`config.mk`:
```
export PLATFORM = sky130hd
export DESIGN_NAME = cfgport_bridge
export DESIGN_NICKNAME = d
export VERILOG_FILES = /design/src/rtl/cfgport_pkg.sv /design/src/rtl/cfgport_issue.sv /design/src/rtl/cfgport_scan.sv /design/src/rtl/cfgport_sw.sv /design/src/rtl/cfgport_bridge.sv
export SDC_FILE = /design/constraint.sdc
export NUM_CORES = 1
export LEC_CHECK = 0
export BUFFER_PORTS_ARGS = -buffer_cell sky130_fd_sc_hd__buf_4
export CORE_MARGIN = 10
export CORE_UTILIZATION = 45
export CTS_CLUSTER_DIAMETER = 30
export DETAILED_ROUTE_END_ITERATION = 10
export GPL_TIMING_DRIVEN = 1
export PLACE_DENSITY = 0.74
export SYNTH_ARGS = -nofsm -noshare
export SYNTH_HDL_FRONTEND = slang
export SYNTH_SLANG_ARGS = --single-unit
```
`constraint.sdc`:
```
create_clock -name clk -period 1.9 [get_ports clk]
set_clock_uncertainty 0.1 [all_clocks]
set_input_delay 0.475 -clock clk [delete_from_list [all_inputs] [get_ports clk]]
set_output_delay 0.475 -clock clk [all_outputs]
set_load 0.005 [all_outputs]
```
`src/rtl/cfgport_pkg.sv`:
```
package cfgport_pkg;

    typedef enum logic [1:0] {
        SCAN_ISSUE  = 2'd0,
        SCAN_WAIT   = 2'd1,
        SCAN_PARKED = 2'd2
    } scan_state_t;

    typedef enum logic {
        SW_IDLE = 1'b0,
        SW_BUSY = 1'b1
    } sw_state_t;

    typedef enum logic {
        SRC_SCAN = 1'b0,
        SRC_SW   = 1'b1
    } req_src_t;

endpackage

```
`src/rtl/cfgport_issue.sv`:
```
module cfgport_issue
    import cfgport_pkg::*;
#(
    parameter int AW = 7,
    parameter int DW = 16
) (
    input  logic          clk,
    input  logic          rst_n,
    input  logic          req_valid,
    input  req_src_t      req_src,
    input  logic          req_we,
    input  logic [AW-1:0] req_addr,
    input  logic [DW-1:0] req_wdata,
    input  logic          port_rdy_i,
    output logic          accept,
    output logic          pending,
    output logic          done_scan,
    output logic          done_sw,
    output logic          port_en_o,
    output logic          port_we_o,
    output logic [AW-1:0] port_addr_o,
    output logic [DW-1:0] port_wdata_o
);

    req_src_t src_q;

    assign accept    = req_valid && !pending;
    assign done_scan = pending && port_rdy_i && (src_q == SRC_SCAN);
    assign done_sw   = pending && port_rdy_i && (src_q == SRC_SW);

    always_ff @(posedge clk) begin
        if (!rst_n) begin
            port_en_o    <= 1'b0;
            port_we_o    <= 1'b0;
            port_addr_o  <= '0;
            port_wdata_o <= '0;
            pending      <= 1'b0;
            src_q        <= SRC_SCAN;
        end else begin
            port_en_o <= accept;
            if (accept) begin
                port_we_o    <= req_we;
                port_addr_o  <= req_addr;
                port_wdata_o <= req_wdata;
                src_q        <= req_src;
                pending      <= 1'b1;
            end else if (port_rdy_i) begin
                pending      <= 1'b0;
            end
        end
    end

    // enable is a single-cycle pulse
    a_r9_single_pulse: assert property (@(posedge clk) disable iff (!rst_n)
        port_en_o |=> !port_en_o);

    // no enable while a reply is still outstanding
    a_r9_no_en_pending: assert property (@(posedge clk) disable iff (!rst_n)
        (pending && !port_rdy_i) |=> !port_en_o);

    // request fields hold between enables
    a_r2_fields_hold: assert property (@(posedge clk) disable iff (!rst_n)
        !port_en_o |-> ($stable(port_addr_o) && $stable(port_wdata_o) && $stable(port_we_o)));

    // scan requests are reads only
    a_r5_scan_reads: assert property (@(posedge clk) disable iff (!rst_n)
        (port_en_o && src_q == SRC_SCAN) |-> !port_we_o);

endmodule

```
`src/rtl/cfgport_scan.sv`:
```
module cfgport_scan
    import cfgport_pkg::*;
#(
    parameter int          AW        = 7,
    parameter int          DW        = 16,
    parameter int          N_CH      = 3,
    parameter logic [AW-1:0] SCAN_BASE = '0
) (
    input  logic               clk,
    input  logic               rst_n,
    input  logic               mode_sw,
    input  logic               accept_scan,
    input  logic               done_scan,
    input  logic [DW-1:0]      port_rdata_i,
    output logic               req_valid,
    output logic [AW-1:0]      req_addr,
    output logic               parked,
    output logic [N_CH*DW-1:0] scan_vals_o
);

    localparam int IW = (N_CH > 1) ? $clog2(N_CH) : 1;
    localparam logic [IW-1:0] LAST_CH = IW'(N_CH - 1);

    scan_state_t st, st_nxt;
    logic [IW-1:0] ch_idx;

    always_comb begin
        st_nxt = st;
        unique case (st)
            SCAN_ISSUE:  if (mode_sw)          st_nxt = SCAN_PARKED;
                         else if (accept_scan) st_nxt = SCAN_WAIT;
            SCAN_WAIT:   if (done_scan)        st_nxt = mode_sw ? SCAN_PARKED : SCAN_ISSUE;
            SCAN_PARKED: if (!mode_sw)         st_nxt = SCAN_ISSUE;
            default:                           st_nxt = SCAN_ISSUE;
        endcase
    end

    always_ff @(posedge clk) begin
        if (!rst_n) st <= SCAN_ISSUE;
        else        st <= st_nxt;
    end

    assign req_valid = (st == SCAN_ISSUE) && !mode_sw;
    assign req_addr  = SCAN_BASE + AW'(ch_idx);
    assign parked    = (st == SCAN_PARKED);

    always_ff @(posedge clk) begin
        if (!rst_n) begin
            ch_idx      <= '0;
            scan_vals_o <= '0;
        end else if (st == SCAN_WAIT && done_scan) begin
            scan_vals_o[ch_idx*DW +: DW] <= port_rdata_i;
            ch_idx <= (ch_idx == LAST_CH) ? '0 : ch_idx + 1'b1;
        end
    end

    // mode set with nothing in flight parks at once
    a_r6_park_idle: assert property (@(posedge clk) disable iff (!rst_n)
        (mode_sw && st == SCAN_ISSUE) |=> (st == SCAN_PARKED));

    // mode set while waiting parks after the reply
    a_r6_park_after_reply: assert property (@(posedge clk) disable iff (!rst_n)
        (mode_sw && st == SCAN_WAIT && done_scan) |=> (st == SCAN_PARKED));

    // clearing the mode leaves the parked state
    a_r7_resume: assert property (@(posedge clk) disable iff (!rst_n)
        (!mode_sw && st == SCAN_PARKED) |=> (st == SCAN_ISSUE));

    // channel index stays in range
    a_r5_idx_range: assert property (@(posedge clk) disable iff (!rst_n)
        ch_idx <= LAST_CH);

endmodule

```
`src/rtl/cfgport_sw.sv`:
```
module cfgport_sw
    import cfgport_pkg::*;
#(
    parameter int AW = 7,
    parameter int DW = 16
) (
    input  logic          clk,
    input  logic          rst_n,
    input  logic          mode_sw,
    input  logic          parked,
    input  logic          pending,
    input  logic          rd_stb,
    input  logic          wr_stb,
    input  logic [AW-1:0] addr_i,
    input  logic [DW-1:0] wdata_i,
    input  logic          done_sw,
    input  logic [DW-1:0] port_rdata_i,
    output logic          req_valid,
    output logic          req_we,
    output logic [AW-1:0] req_addr,
    output logic [DW-1:0] req_wdata,
    output logic          ready_o,
    output logic [DW-1:0] rdata_o,
    output logic          overrun_o
);

    sw_state_t st, st_nxt;
    logic any_stb;

    assign any_stb   = rd_stb || wr_stb;
    assign req_valid = any_stb && mode_sw && parked && (st == SW_IDLE) && !pending;
    assign req_we    = wr_stb;
    assign req_addr  = addr_i;
    assign req_wdata = wdata_i;
    assign ready_o   = (st == SW_IDLE);

    always_comb begin
        st_nxt = st;
        unique case (st)
            SW_IDLE: if (req_valid) st_nxt = SW_BUSY;
            SW_BUSY: if (done_sw)   st_nxt = SW_IDLE;
            default:                st_nxt = SW_IDLE;
        endcase
    end

    always_ff @(posedge clk) begin
        if (!rst_n) st <= SW_IDLE;
        else        st <= st_nxt;
    end

    always_ff @(posedge clk) begin
        if (!rst_n) begin
            rdata_o   <= '0;
            overrun_o <= 1'b0;
        end else begin
            if (done_sw)
                rdata_o <= port_rdata_i;
            if (any_stb && !req_valid)
                overrun_o <= 1'b1;
        end
    end

    // accepted strobe drops ready
    a_r4_ready_clear: assert property (@(posedge clk) disable iff (!rst_n)
        req_valid |=> !ready_o);

    // reply raises ready and latches data
    a_r4_ready_set: assert property (@(posedge clk) disable iff (!rst_n)
        done_sw |=> (ready_o && rdata_o == $past(port_rdata_i)));

    // overrun flag is sticky
    a_r8_overrun_sticky: assert property (@(posedge clk) disable iff (!rst_n)
        overrun_o |=> overrun_o);

    // software only issues while the scan machine is parked
    a_r6_sw_needs_park: assert property (@(posedge clk) disable iff (!rst_n)
        req_valid |-> (parked && mode_sw));

endmodule

```
`src/rtl/cfgport_bridge.sv`:
```
module cfgport_bridge
    import cfgport_pkg::*;
#(
    parameter int            AW        = 7,
    parameter int            DW        = 16,
    parameter int            N_CH      = 3,
    parameter logic [AW-1:0] SCAN_BASE = '0
) (
    input  logic               clk,
    input  logic               rst_n,
    input  logic               sw_mode_i,
    input  logic               sw_rd_stb_i,
    input  logic               sw_wr_stb_i,
    input  logic [AW-1:0]      sw_addr_i,
    input  logic [DW-1:0]      sw_wdata_i,
    output logic               sw_ready_o,
    output logic [DW-1:0]      sw_rdata_o,
    output logic               sw_overrun_o,
    output logic [N_CH*DW-1:0] scan_vals_o,
    output logic               port_en_o,
    output logic               port_we_o,
    output logic [AW-1:0]      port_addr_o,
    output logic [DW-1:0]      port_wdata_o,
    input  logic [DW-1:0]      port_rdata_i,
    input  logic               port_rdy_i
);

    logic          accept, pending, done_scan, done_sw, parked;
    logic          scan_valid, sw_valid, sw_we;
    logic [AW-1:0] scan_addr, sw_addr;
    logic [DW-1:0] sw_wd;

    logic          req_valid, req_we;
    req_src_t      req_src;
    logic [AW-1:0] req_addr;
    logic [DW-1:0] req_wdata;

    always_comb begin
        if (parked) begin
            req_valid = sw_valid;
            req_src   = SRC_SW;
            req_we    = sw_we;
            req_addr  = sw_addr;
            req_wdata = sw_wd;
        end else begin
            req_valid = scan_valid;
            req_src   = SRC_SCAN;
            req_we    = 1'b0;
            req_addr  = scan_addr;
            req_wdata = '0;
        end
    end

    cfgport_scan #(.AW(AW), .DW(DW), .N_CH(N_CH), .SCAN_BASE(SCAN_BASE)) u_scan (
        .clk(clk), .rst_n(rst_n), .mode_sw(sw_mode_i),
        .accept_scan(accept && !parked), .done_scan(done_scan),
        .port_rdata_i(port_rdata_i), .req_valid(scan_valid), .req_addr(scan_addr),
        .parked(parked), .scan_vals_o(scan_vals_o)
    );

    cfgport_sw #(.AW(AW), .DW(DW)) u_sw (
        .clk(clk), .rst_n(rst_n), .mode_sw(sw_mode_i), .parked(parked),
        .pending(pending), .rd_stb(sw_rd_stb_i), .wr_stb(sw_wr_stb_i),
        .addr_i(sw_addr_i), .wdata_i(sw_wdata_i), .done_sw(done_sw),
        .port_rdata_i(port_rdata_i), .req_valid(sw_valid), .req_we(sw_we),
        .req_addr(sw_addr), .req_wdata(sw_wd), .ready_o(sw_ready_o),
        .rdata_o(sw_rdata_o), .overrun_o(sw_overrun_o)
    );

    cfgport_issue #(.AW(AW), .DW(DW)) u_issue (
        .clk(clk), .rst_n(rst_n), .req_valid(req_valid), .req_src(req_src),
        .req_we(req_we), .req_addr(req_addr), .req_wdata(req_wdata),
        .port_rdy_i(port_rdy_i), .accept(accept), .pending(pending),
        .done_scan(done_scan), .done_sw(done_sw), .port_en_o(port_en_o),
        .port_we_o(port_we_o), .port_addr_o(port_addr_o), .port_wdata_o(port_wdata_o)
    );

    // an accepted software strobe reaches the port on the next cycle
    a_r1_en_next: assert property (@(posedge clk) disable iff (!rst_n)
        sw_valid |=> (port_en_o && port_addr_o == $past(sw_addr_i)));

    // write strobe wins when both are raised
    a_r3_write_wins: assert property (@(posedge clk) disable iff (!rst_n)
        (sw_valid && sw_wr_stb_i) |=> port_we_o);

endmodule

```
# ---- Word level (Yosys, flattened, before mapping)
# Cells that the tools add are included.
dict set report totals {
  input_bits 45
  ff_bits 97
  wordCells 62
  out_inout_bits 91
}
dict set report classes {
  n_bitwise 2
  shift 2
  muxes 18
  add_sub_neg 2
  eq_ne 6
  reduce_logical 20
}
# operator count
set ops {}
lappend ops {{$bwmux W48} 1}
lappend ops {{$shift A16 B34 Y48 const A} 1}
lappend ops {{$shiftx A16 B34 Y48} 1}
lappend ops {{$neg A6 Y34} 1}
lappend ops {{$mux W16} 1}
lappend ops {{$logic_and A1 B1 Y1} 12}
lappend ops {{$mux W2} 6}
lappend ops {{$mux W1} 7}
lappend ops {{$mux W7} 1}
lappend ops {{$pmux W2 S3} 1}
lappend ops {{$eq A2 B2 Y1 const B} 2}
lappend ops {{$logic_not A1 Y1} 4}
lappend ops {{$ne A3 B2 Y1 const B} 1}
lappend ops {{$reduce_and A3 Y1} 1}
lappend ops {{$add A2 B1 Y2 const B} 1}
lappend ops {{$eq A2 B1 Y1 const B} 1}
lappend ops {{$logic_not A2 Y1} 1}
lappend ops {{$ne A2 B1 Y1 const B} 1}
lappend ops {{$ne A2 B2 Y1 const B} 1}
lappend ops {{$not A1 Y1} 2}
lappend ops {{$pmux W1 S2} 1}
lappend ops {{$reduce_bool A2 Y1} 1}
lappend ops {{$logic_or A1 B1 Y1} 1}

# ---- Depth between registers and ports, before layout
# Gate-level depths: netlist of run 1.
dict set report depth {
  word_depth 11
  mapped_depth 7
  depth_no_buf 5
}

# ---- Hierarchy
# A second synthesis of run 1 with hierarchy kept.
dict set report hier_totals {
  hier_cells 463
  area_unflattened_um2 4355.4
}
# mod cells_per_inst area_each_um2 seq_area_each_um2 instances
set by_module_without_submodules {}
lappend by_module_without_submodules {cfgport_scan 229 2123.3 1041.0 1}
lappend by_module_without_submodules {cfgport_issue 118 1097.3 540.5 1}
lappend by_module_without_submodules {cfgport_sw 87 897.1 360.3 1}
lappend by_module_without_submodules {cfgport_bridge 29 237.7 0.0 1}

# ---- Worst setup path before layout of run 1
# Ideal clock, no wire load.
dict set report synth_timing {
  path_kind {flip-flop to flip-flop}
  startpoint {register u_scan.ch_idx[0]}
  endpoint {register u_scan.scan_vals_o[0]}
  setup_time_ns 0.072
  required_time_ns 1.728
  path_stages_with_launch 7
  setup_slack_ns 0.036
  t_arrival_ns 1.692
  path_buffers 1
  period_less_slack_ns 1.864
  cell_sequence {dfxtp_1 > inv_1 > ha_1 > nor3b_2 > clkbuf_1 > nand3_1 > mux2i_1}
}
dict set report synth_between {
  elab_chain_len 3
  elab_cells_between_ends 4
  cone_classes {add/sub (1); shift (2); mux (1)}
}
# element line_no
set synth_rtl {}
lappend synth_rtl {{from (decl)} cfgport_scan.sv:25} ;# logic [IW-1:0] ch_idx;
lappend synth_rtl {{from (signal assigned)} cfgport_scan.sv:53} ;# ch_idx <= (ch_idx == LAST_CH) ? '0 : ch_idx + 1'b1;
lappend synth_rtl {{$neg A6 Y34 *} cfgport_scan.sv:52} ;# scan_vals_o[ch_idx*DW +: DW] <= port_rdata_i;
lappend synth_rtl {{$shiftx A16 B34 Y48 / $shift A16 B34 Y48 (equally long branches)} cfgport_scan.sv:52}
lappend synth_rtl {{$bwmux W48 *} cfgport_scan.sv:52}
lappend synth_rtl {{to (signal, indexed assignment)} cfgport_scan.sv:52}
lappend synth_rtl {{to (decl)} cfgport_scan.sv:18} ;# output logic [N_CH*DW-1:0] scan_vals_o
# Every way passes the cells marked *; elsewhere a longest branch is shown, timed or not.
# A chain may end at the register's enable or synchronous reset.

# ---- Worst setup path in the final report of run 1
dict set report layout_timing {
  startpoint {register u_scan.ch_idx[0]}
  endpoint {register u_scan.scan_vals_o[4]}
}
# Same word-level chain as after synthesis.

==> impl_metrics.env, run 1 <==
export IMPL_power_density_nw_per_um2=722.7
export IMPL_drc_errors=0
export IMPL_fin_total_pwr_uw=3811
export IMPL_nets=626
export IMPL_final_hold_viol_count=0
export IMPL_synth_most_common_cell="nand2_1"
export IMPL_synthTopCellsByCount="nand2_1 (131), dfxtp_1 (97), nand3_1 (53)"
export IMPL_antenna_found_initial=0
export IMPL_status="completed"
export IMPL_drive_above_1_share_pct=29.60
export IMPL_ff2ff_setup_slack_ns=0.15
export IMPL_grt_max_degree=68
export IMPL_arrival_ns=1.92
export IMPL_slew_headroom_pct=57.05
export IMPL_dp_hpwl_um=9025
export IMPL_synth_main_ff_cell="dfxtp_1"
export IMPL_yosys_warnings=0
export IMPL_ant_nets=0
export IMPL_reg2reg_depth=6
export IMPL_final_util_pct=60.76
export IMPL_place_gp_congestion=0.7987
export IMPL_fmax_ghz=0.5715
export IMPL_rows=34
export IMPL_min_from="port_rdy_i"
export IMPL_firstDrtPassIters=4
export IMPL_io_buffers=135
export IMPL_syn_nets=502
export IMPL_avgRoutedWirePerCell_um=17.21
export IMPL_maxCapViolCount=0
export IMPL_routed_via_count=3619
export IMPL_placed_cell_area_um2=5076
export IMPL_overflow=0
export IMPL_min_to="u_issue.pending$_SDFFE_PN0P_"
export IMPL_design_area_um2=5273
export IMPL_fin_cells=689
export IMPL_grt_pass1_vias=3563
export IMPL_core_um2=8678
export IMPL_die_x_um=114.3
export IMPL_yosysSeqAreaShare_pct=48.52
export IMPL_clockRootBuffer="clkbuf_8"
export IMPL_synthTopCellsByArea="dfxtp_1 (49%), mux2i_1 (13%), nand2_1 (12%)"
export IMPL_synth_top_area_share_pct=48.52
export IMPL_cts_hold_buffers=0
export IMPL_yosys_area_top_type="dfxtp_1"
export IMPL_dieArea_um2=13070
export IMPL_cp_end_kind="flop"
export IMPL_synth_edf_count=0
export IMPL_clkSinkCount=97
export IMPL_slew_viol_final=0
export IMPL_routed_wl_um=11860
export IMPL_critPathLaunchType="flop"
export IMPL_cp_required_ns=2.07
export IMPL_hp_class="input pin to flop"
export IMPL_cts_max_level=3
export IMPL_area_growth_pct=31.73
export IMPL_numCtsBuffers=9
export IMPL_worst_skew_pair_late_latency_ns=0.36
export IMPL_period_minus_slack_ns=1.750
export IMPL_worst_slew_pin_slew_ns=0.6443
export IMPL_leakage_uw=0.002126
export IMPL_start_util_pct=46.12
export IMPL_antenna_cells=0
export IMPL_finalSetupTns_ns=0
export IMPL_async_reset_ff_share_pct=0
export IMPL_netlist_instances=452
export IMPL_avgSynthCellArea_um2=8.855
export IMPL_reg2reg_to="u_scan.scan_vals_o[4]$_SDFFE_PN0P_"
export IMPL_min_period_over_period_pct=92.10
export IMPL_critPathMaxFanout=16
export IMPL_cts_buffer_depth=2
export IMPL_drtIter0Drc=186
export IMPL_grt_util_all_layers_pct=17.71
export IMPL_tritoncts="yes"
export IMPL_grt_pass1_wl_um=18770
export IMPL_r2r_start="u_scan.ch_idx[0]$_SDFFE_PN0P_"
export IMPL_viasPerCell=5.253
export IMPL_clk_pin_slew_ns=0.09
export IMPL_ys_ff_latch=97
export IMPL_die_h_um=114.3
export IMPL_fillers=765
export IMPL_placed_cells=673
export IMPL_setup_viol=0
export IMPL_ir_drop_uv=489.9
export IMPL_path_class="flop to flop"
export IMPL_ios=136
export IMPL_hold_depth=2
export IMPL_syn_cell_area_um2=4003
export IMPL_synth_distinct_cells=35
critical path, stage by stage (launching register included):
cell and delay (ns):
dfxtp_1 0.42, inv_1 0.11, ha_1 0.34, nor3b_2 0.23, buf_6 0.20, nand3_1 0.10, mux2i_1 0.16
worst max-delay path by stage:
stage / startpoint / endpoint / slack (ns) / depth (start not counted)
finish: u_scan.ch_idx[0]$_SDFFE_PN0P_ / u_scan.scan_vals_o[4]$_SDFFE_PN0P_ / 0.15 / 6
detailed placement: port_rdy_i / u_scan.scan_vals_o[9]$_SDFFE_PN0P_ / -0.02 / 5
global placement: port_rdy_i / u_scan.scan_vals_o[41]$_SDFFE_PN0P_ / 0.06 / 5
CTS: u_scan.ch_idx[0]$_SDFFE_PN0P_ / u_scan.scan_vals_o[9]$_SDFFE_PN0P_ / 0.12 / 6
floorplan: u_scan.ch_idx[0]$_SDFFE_PN0P_ / u_scan.scan_vals_o[0]$_SDFFE_PN0P_ / 0.04 / 6
global route: u_scan.ch_idx[0]$_SDFFE_PN0P_ / u_scan.scan_vals_o[9]$_SDFFE_PN0P_ / -0.01 / 6
kinds of logic after synthesis:
logic type | synth area share (%)
AO/OA/AOI/OAI | 7.846
buffers and inverters | 5.501
multiplexers | 12.50
adder cells (fa/ha/maj) | 1.563
flip-flops | 48.52
AND/OR/NAND/NOR | 24.07
placed cells by master (no fill, tap or decap), types with 2 or more instances in the layout:
cell type / instances
a21oi_1: 22
buf_12: 2
buf_4: 146
clkbuf_8: 9
clkinv_2: 2
dfxtp_1: 97
ha_1: 5
inv_1: 4
inv_6: 2
mux2i_1: 50
nand2_1: 131
nand3_1: 53
nand4_1: 2
nor2_8: 3
nor2b_1: 2
nor3_1: 2
nor3b_1: 2
nor3b_2: 2
o211ai_1: 2
o21ai_0: 2
o22ai_1: 22
or3b_2: 2
state kept, by name (all words and copies together), names as in the netlist:
signal,count
u_issue.pending,1
u_issue.port_addr_o,7
u_issue.port_en_o,1
u_issue.port_wdata_o,16
u_issue.port_we_o,1
u_issue.src_q,1
u_scan.ch_idx,2
u_scan.scan_vals_o,48
u_scan.st,2
u_sw.overrun_o,1
u_sw.rdata_o,16
u_sw.st,1
through the flow:
stage	hold slack [ns]	setup slack, ns
4_1_cts	0.2398	0.1184
6_report	0.2576	0.1501
2_1_floorplan	0.3495	0.03612
3_5_place_dp	0.3467	-0.01695
3_3_place_gp	0.3423	0.06113
5_1_grt	0.2400	-0.01289
power breakdown:
part	internal, µW	leakage, µW	switching, µW
logic	172	0.00125	212
clock network	615	0.0000971	727
registers	2060	0.000783	24.0
layer usage:
layer	share of wire (%)	up-vias	global-route usage, %
li1	-	1783	-
met5	0	-	0
met1	40	1714	21.13
met2	51	113	29.57
met3	8.0	9	6.027
met4	1.0	0	4.929
what timing repair did:
item,in CTS,in global routing
setup endpoints to repair,0,1
gates resized for setup,0,1
hold endpoints to repair,0,0
buffers inserted,0,0
cell type report:
type / instances / area [µm²] / area share [%]
Clock buffer: 10 / 127.6 / 2.420
Clock inverter: 6 / 65.06 / 1.234
Inverter: 4 / 15.01 / 0.2848
Multi-Input combinational cell: 315 / 1841 / 34.91
Sequential cell: 97 / 1942 / 36.83
Tap cell: 108 / 135.1 / 2.563
Timing Repair Buffer: 149 / 1147 / 21.76
No activity file was read; power rests on OpenSTA's default activity.
==> run 2, diff against run 1 <==
--- a/config.mk
+++ b/config.mk
@@ -12,6 +12,7 @@
 export DETAILED_ROUTE_END_ITERATION = 10
 export GPL_TIMING_DRIVEN = 1
 export PLACE_DENSITY = 0.74
+export REMOVE_ABC_BUFFERS = 1
 export SYNTH_ARGS = -nofsm -noshare
 export SYNTH_HDL_FRONTEND = slang
 export SYNTH_SLANG_ARGS = --single-unit
==> run 2 against run 1 <==
First-iteration DRC count grew 13%; routed wire length down 1.5%; register-to-register slack about the same; worst hold slack worse by 0.015 ns; critical path type unchanged; critical path depth is the same; total power shrank 3.0%; highest routed layer unchanged; count of clock-buffer cells in the layout rose by 1; cell count grew 0.87%; utilization is 1.3 points higher; sequential power about the same.
==> impl_metrics.env, run 2 (synthesis results as in run 1) <==
export IMPL_numCtsBuffers=9
export IMPL_slew_headroom_pct=53.15
export IMPL_die_x_um=114.3
export IMPL_post_cts_buffers=0
export IMPL_ios=136
export IMPL_slew_viol_final=0
export IMPL_finalSetupTns_ns=0
export IMPL_cts_hold_buffers=0
export IMPL_routed_wl_um=11670
export IMPL_final_hold_viol_count=0
export IMPL_cts_max_level=3
export IMPL_cp_num_buf_inv=2
export IMPL_top_register="u_scan.scan_vals_o"
export IMPL_grt_pass1_vias=3619
export IMPL_tritoncts="yes"
export IMPL_critPathLaunchType="flop"
export IMPL_place_gp_congestion=0.8015
export IMPL_antenna_cells=0
export IMPL_final_util_pct=62.07
export IMPL_crit_cells=6
export IMPL_arrival_ns=1.95
export IMPL_rsz0062_at_grt="false"
export IMPL_fillers=762
export IMPL_start_util_pct=46.12
export IMPL_power_density_nw_per_um2=686.4
export IMPL_final_cell_mix="buf_4 (147), nand2_1 (131), dfxtp_1 (97), nand3_1 (53), mux2i_1 (50)"
export IMPL_postCtsResizedCells=0
export IMPL_rows=34
export IMPL_drc_errors=0
export IMPL_largest_reg_flops=48
export IMPL_mostFrequentLayoutCell="buf_4"
export IMPL_worst_slew_pin_slew_ns=0.7028
export IMPL_grt_util_all_layers_pct=17.48
export IMPL_path_class="flop to flop"
export IMPL_drive_above_1_share_pct=30.32
export IMPL_die_h_um=114.3
export IMPL_critPathMaxStageDelay_ns=0.42
export IMPL_avgRoutedWirePerCell_um=16.80
export IMPL_clk_pin_slew_ns=0.09
export IMPL_r2r_start="u_scan.ch_idx[1]$_SDFFE_PN0P_"
export IMPL_clockRootBuffer="clkbuf_8"
export IMPL_ff2ff_setup_slack_ns=0.14
export IMPL_maxCapViolCount=0
export IMPL_cp_end_kind="flop"
export IMPL_top_regs="u_scan.scan_vals_o x48, u_issue.port_wdata_o x16, u_sw.rdata_o x16"
export IMPL_min_period_over_period_pct=92.47
export IMPL_ant_nets=0
export IMPL_cp_required_ns=2.09
export IMPL_dieArea_um2=13070
export IMPL_crit_slowest_cell="dfxtp_1"
export IMPL_leakage_uw=0.002173
export IMPL_crit_end="u_scan.scan_vals_o[45]$_SDFFE_PN0P_"
export IMPL_drtIter0Drc=210
export IMPL_critPathTopFamily="flip-flops"
export IMPL_fmax_ghz=0.5692
export IMPL_reg2reg_depth=6
export IMPL_design_area_um2=5386
export IMPL_ir_drop_uv=479.4
export IMPL_critPathMaxFanout=16
export IMPL_antenna_found_initial=0
export IMPL_hp_class="input pin to flop"
export IMPL_cts_buffer_depth=2
export IMPL_io_buffers=135
export IMPL_placed_cell_area_um2=5216
export IMPL_period_minus_slack_ns=1.757
export IMPL_worst_skew_pair_late_latency_ns=0.36
export IMPL_dp_hpwl_um=8576
export IMPL_firstDrtPassIters=4
export IMPL_setup_viol=0
export IMPL_status="completed"
export IMPL_clkSinkCount=97
export IMPL_routed_via_count=3647
export IMPL_grt_max_degree=45
export IMPL_reg2reg_to="u_scan.scan_vals_o[45]$_SDFFE_PN0P_"
export IMPL_area_growth_pct=34.57
export IMPL_nets=633
export IMPL_grt_pass1_wl_um=18750
export IMPL_startpoint="u_scan.ch_idx[1]$_SDFFE_PN0P_"
export IMPL_overflow=0
export IMPL_core_um2=8678
export IMPL_hold_depth=2
export IMPL_path_cells="inv_1, ha_1, nor3b_2, buf_4, nand3_1, mux2i_1"
export IMPL_viasPerCell=5.247
run 2: changes by cell type in the layout (fill, tap and decap cells not counted):
cell,delta
buf_12,+7
buf_4,+1
buf_6,-1
bufinv_16,-1
clkbuf_8,+1
clkinv_2,-1
clkinvlp_4,+1
inv_6,-1
run 2: worst min-delay path by stage:
stage / startpoint / to / slack [ns]
floorplan: u_sw.st$_SDFF_PN0_ / u_sw.st$_SDFF_PN0_ / 0.35
global placement: u_scan.scan_vals_o[34]$_SDFFE_PN0P_ / u_scan.scan_vals_o[34]$_SDFFE_PN0P_ / 0.34
detailed placement: u_scan.scan_vals_o[13]$_SDFFE_PN0P_ / u_scan.scan_vals_o[13]$_SDFFE_PN0P_ / 0.35
CTS: port_rdy_i / u_issue.pending$_SDFFE_PN0P_ / 0.22
global route: port_rdy_i / u_issue.pending$_SDFFE_PN0P_ / 0.23
finish: port_rdy_i / u_issue.pending$_SDFFE_PN0P_ / 0.24
run 2: metrics by stage:
stage	instances	total power [µW]	setup slack [ns]	hold WS, ns
6_report	695	3697	0.1431	0.2424
3_3_place_gp	680	2510	0.1041	0.3420
3_5_place_dp	680	2519	0.05265	0.3483
5_1_grt	695	3841	0.02307	0.2323
4_1_cts	695	3730	0.1452	0.2218
2_1_floorplan	416	2265	0.04974	0.3495
run 2: power by group:
part / total, µW / internal (µW) / switching (µW)
Combinational: 383 / 182 / 202
Sequential: 2090 / 2060 / 26.6
Clock: 1230 / 508 / 718
run 2: per-layer routing:
metal	vias up	wire (µm)	GRT usage (%)
met3	11	1245	8.438
met5	-	0	0
li1	1791	-	-
met1	1694	5047	21.15
met2	151	5277	27.45
met4	0	103	3.926
run 2: layout make-up:
class,instances,area (µm²),share of cell area (%)
Clock buffer,11,141.4,2.625
Clock inverter,4,28.78,0.5343
Inverter,4,15.01,0.2787
Multi-Input combinational cell,315,1841,34.17
Sequential cell,97,1942,36.05
Tap cell,108,135.1,2.509
Timing Repair Buffer,156,1284,23.83
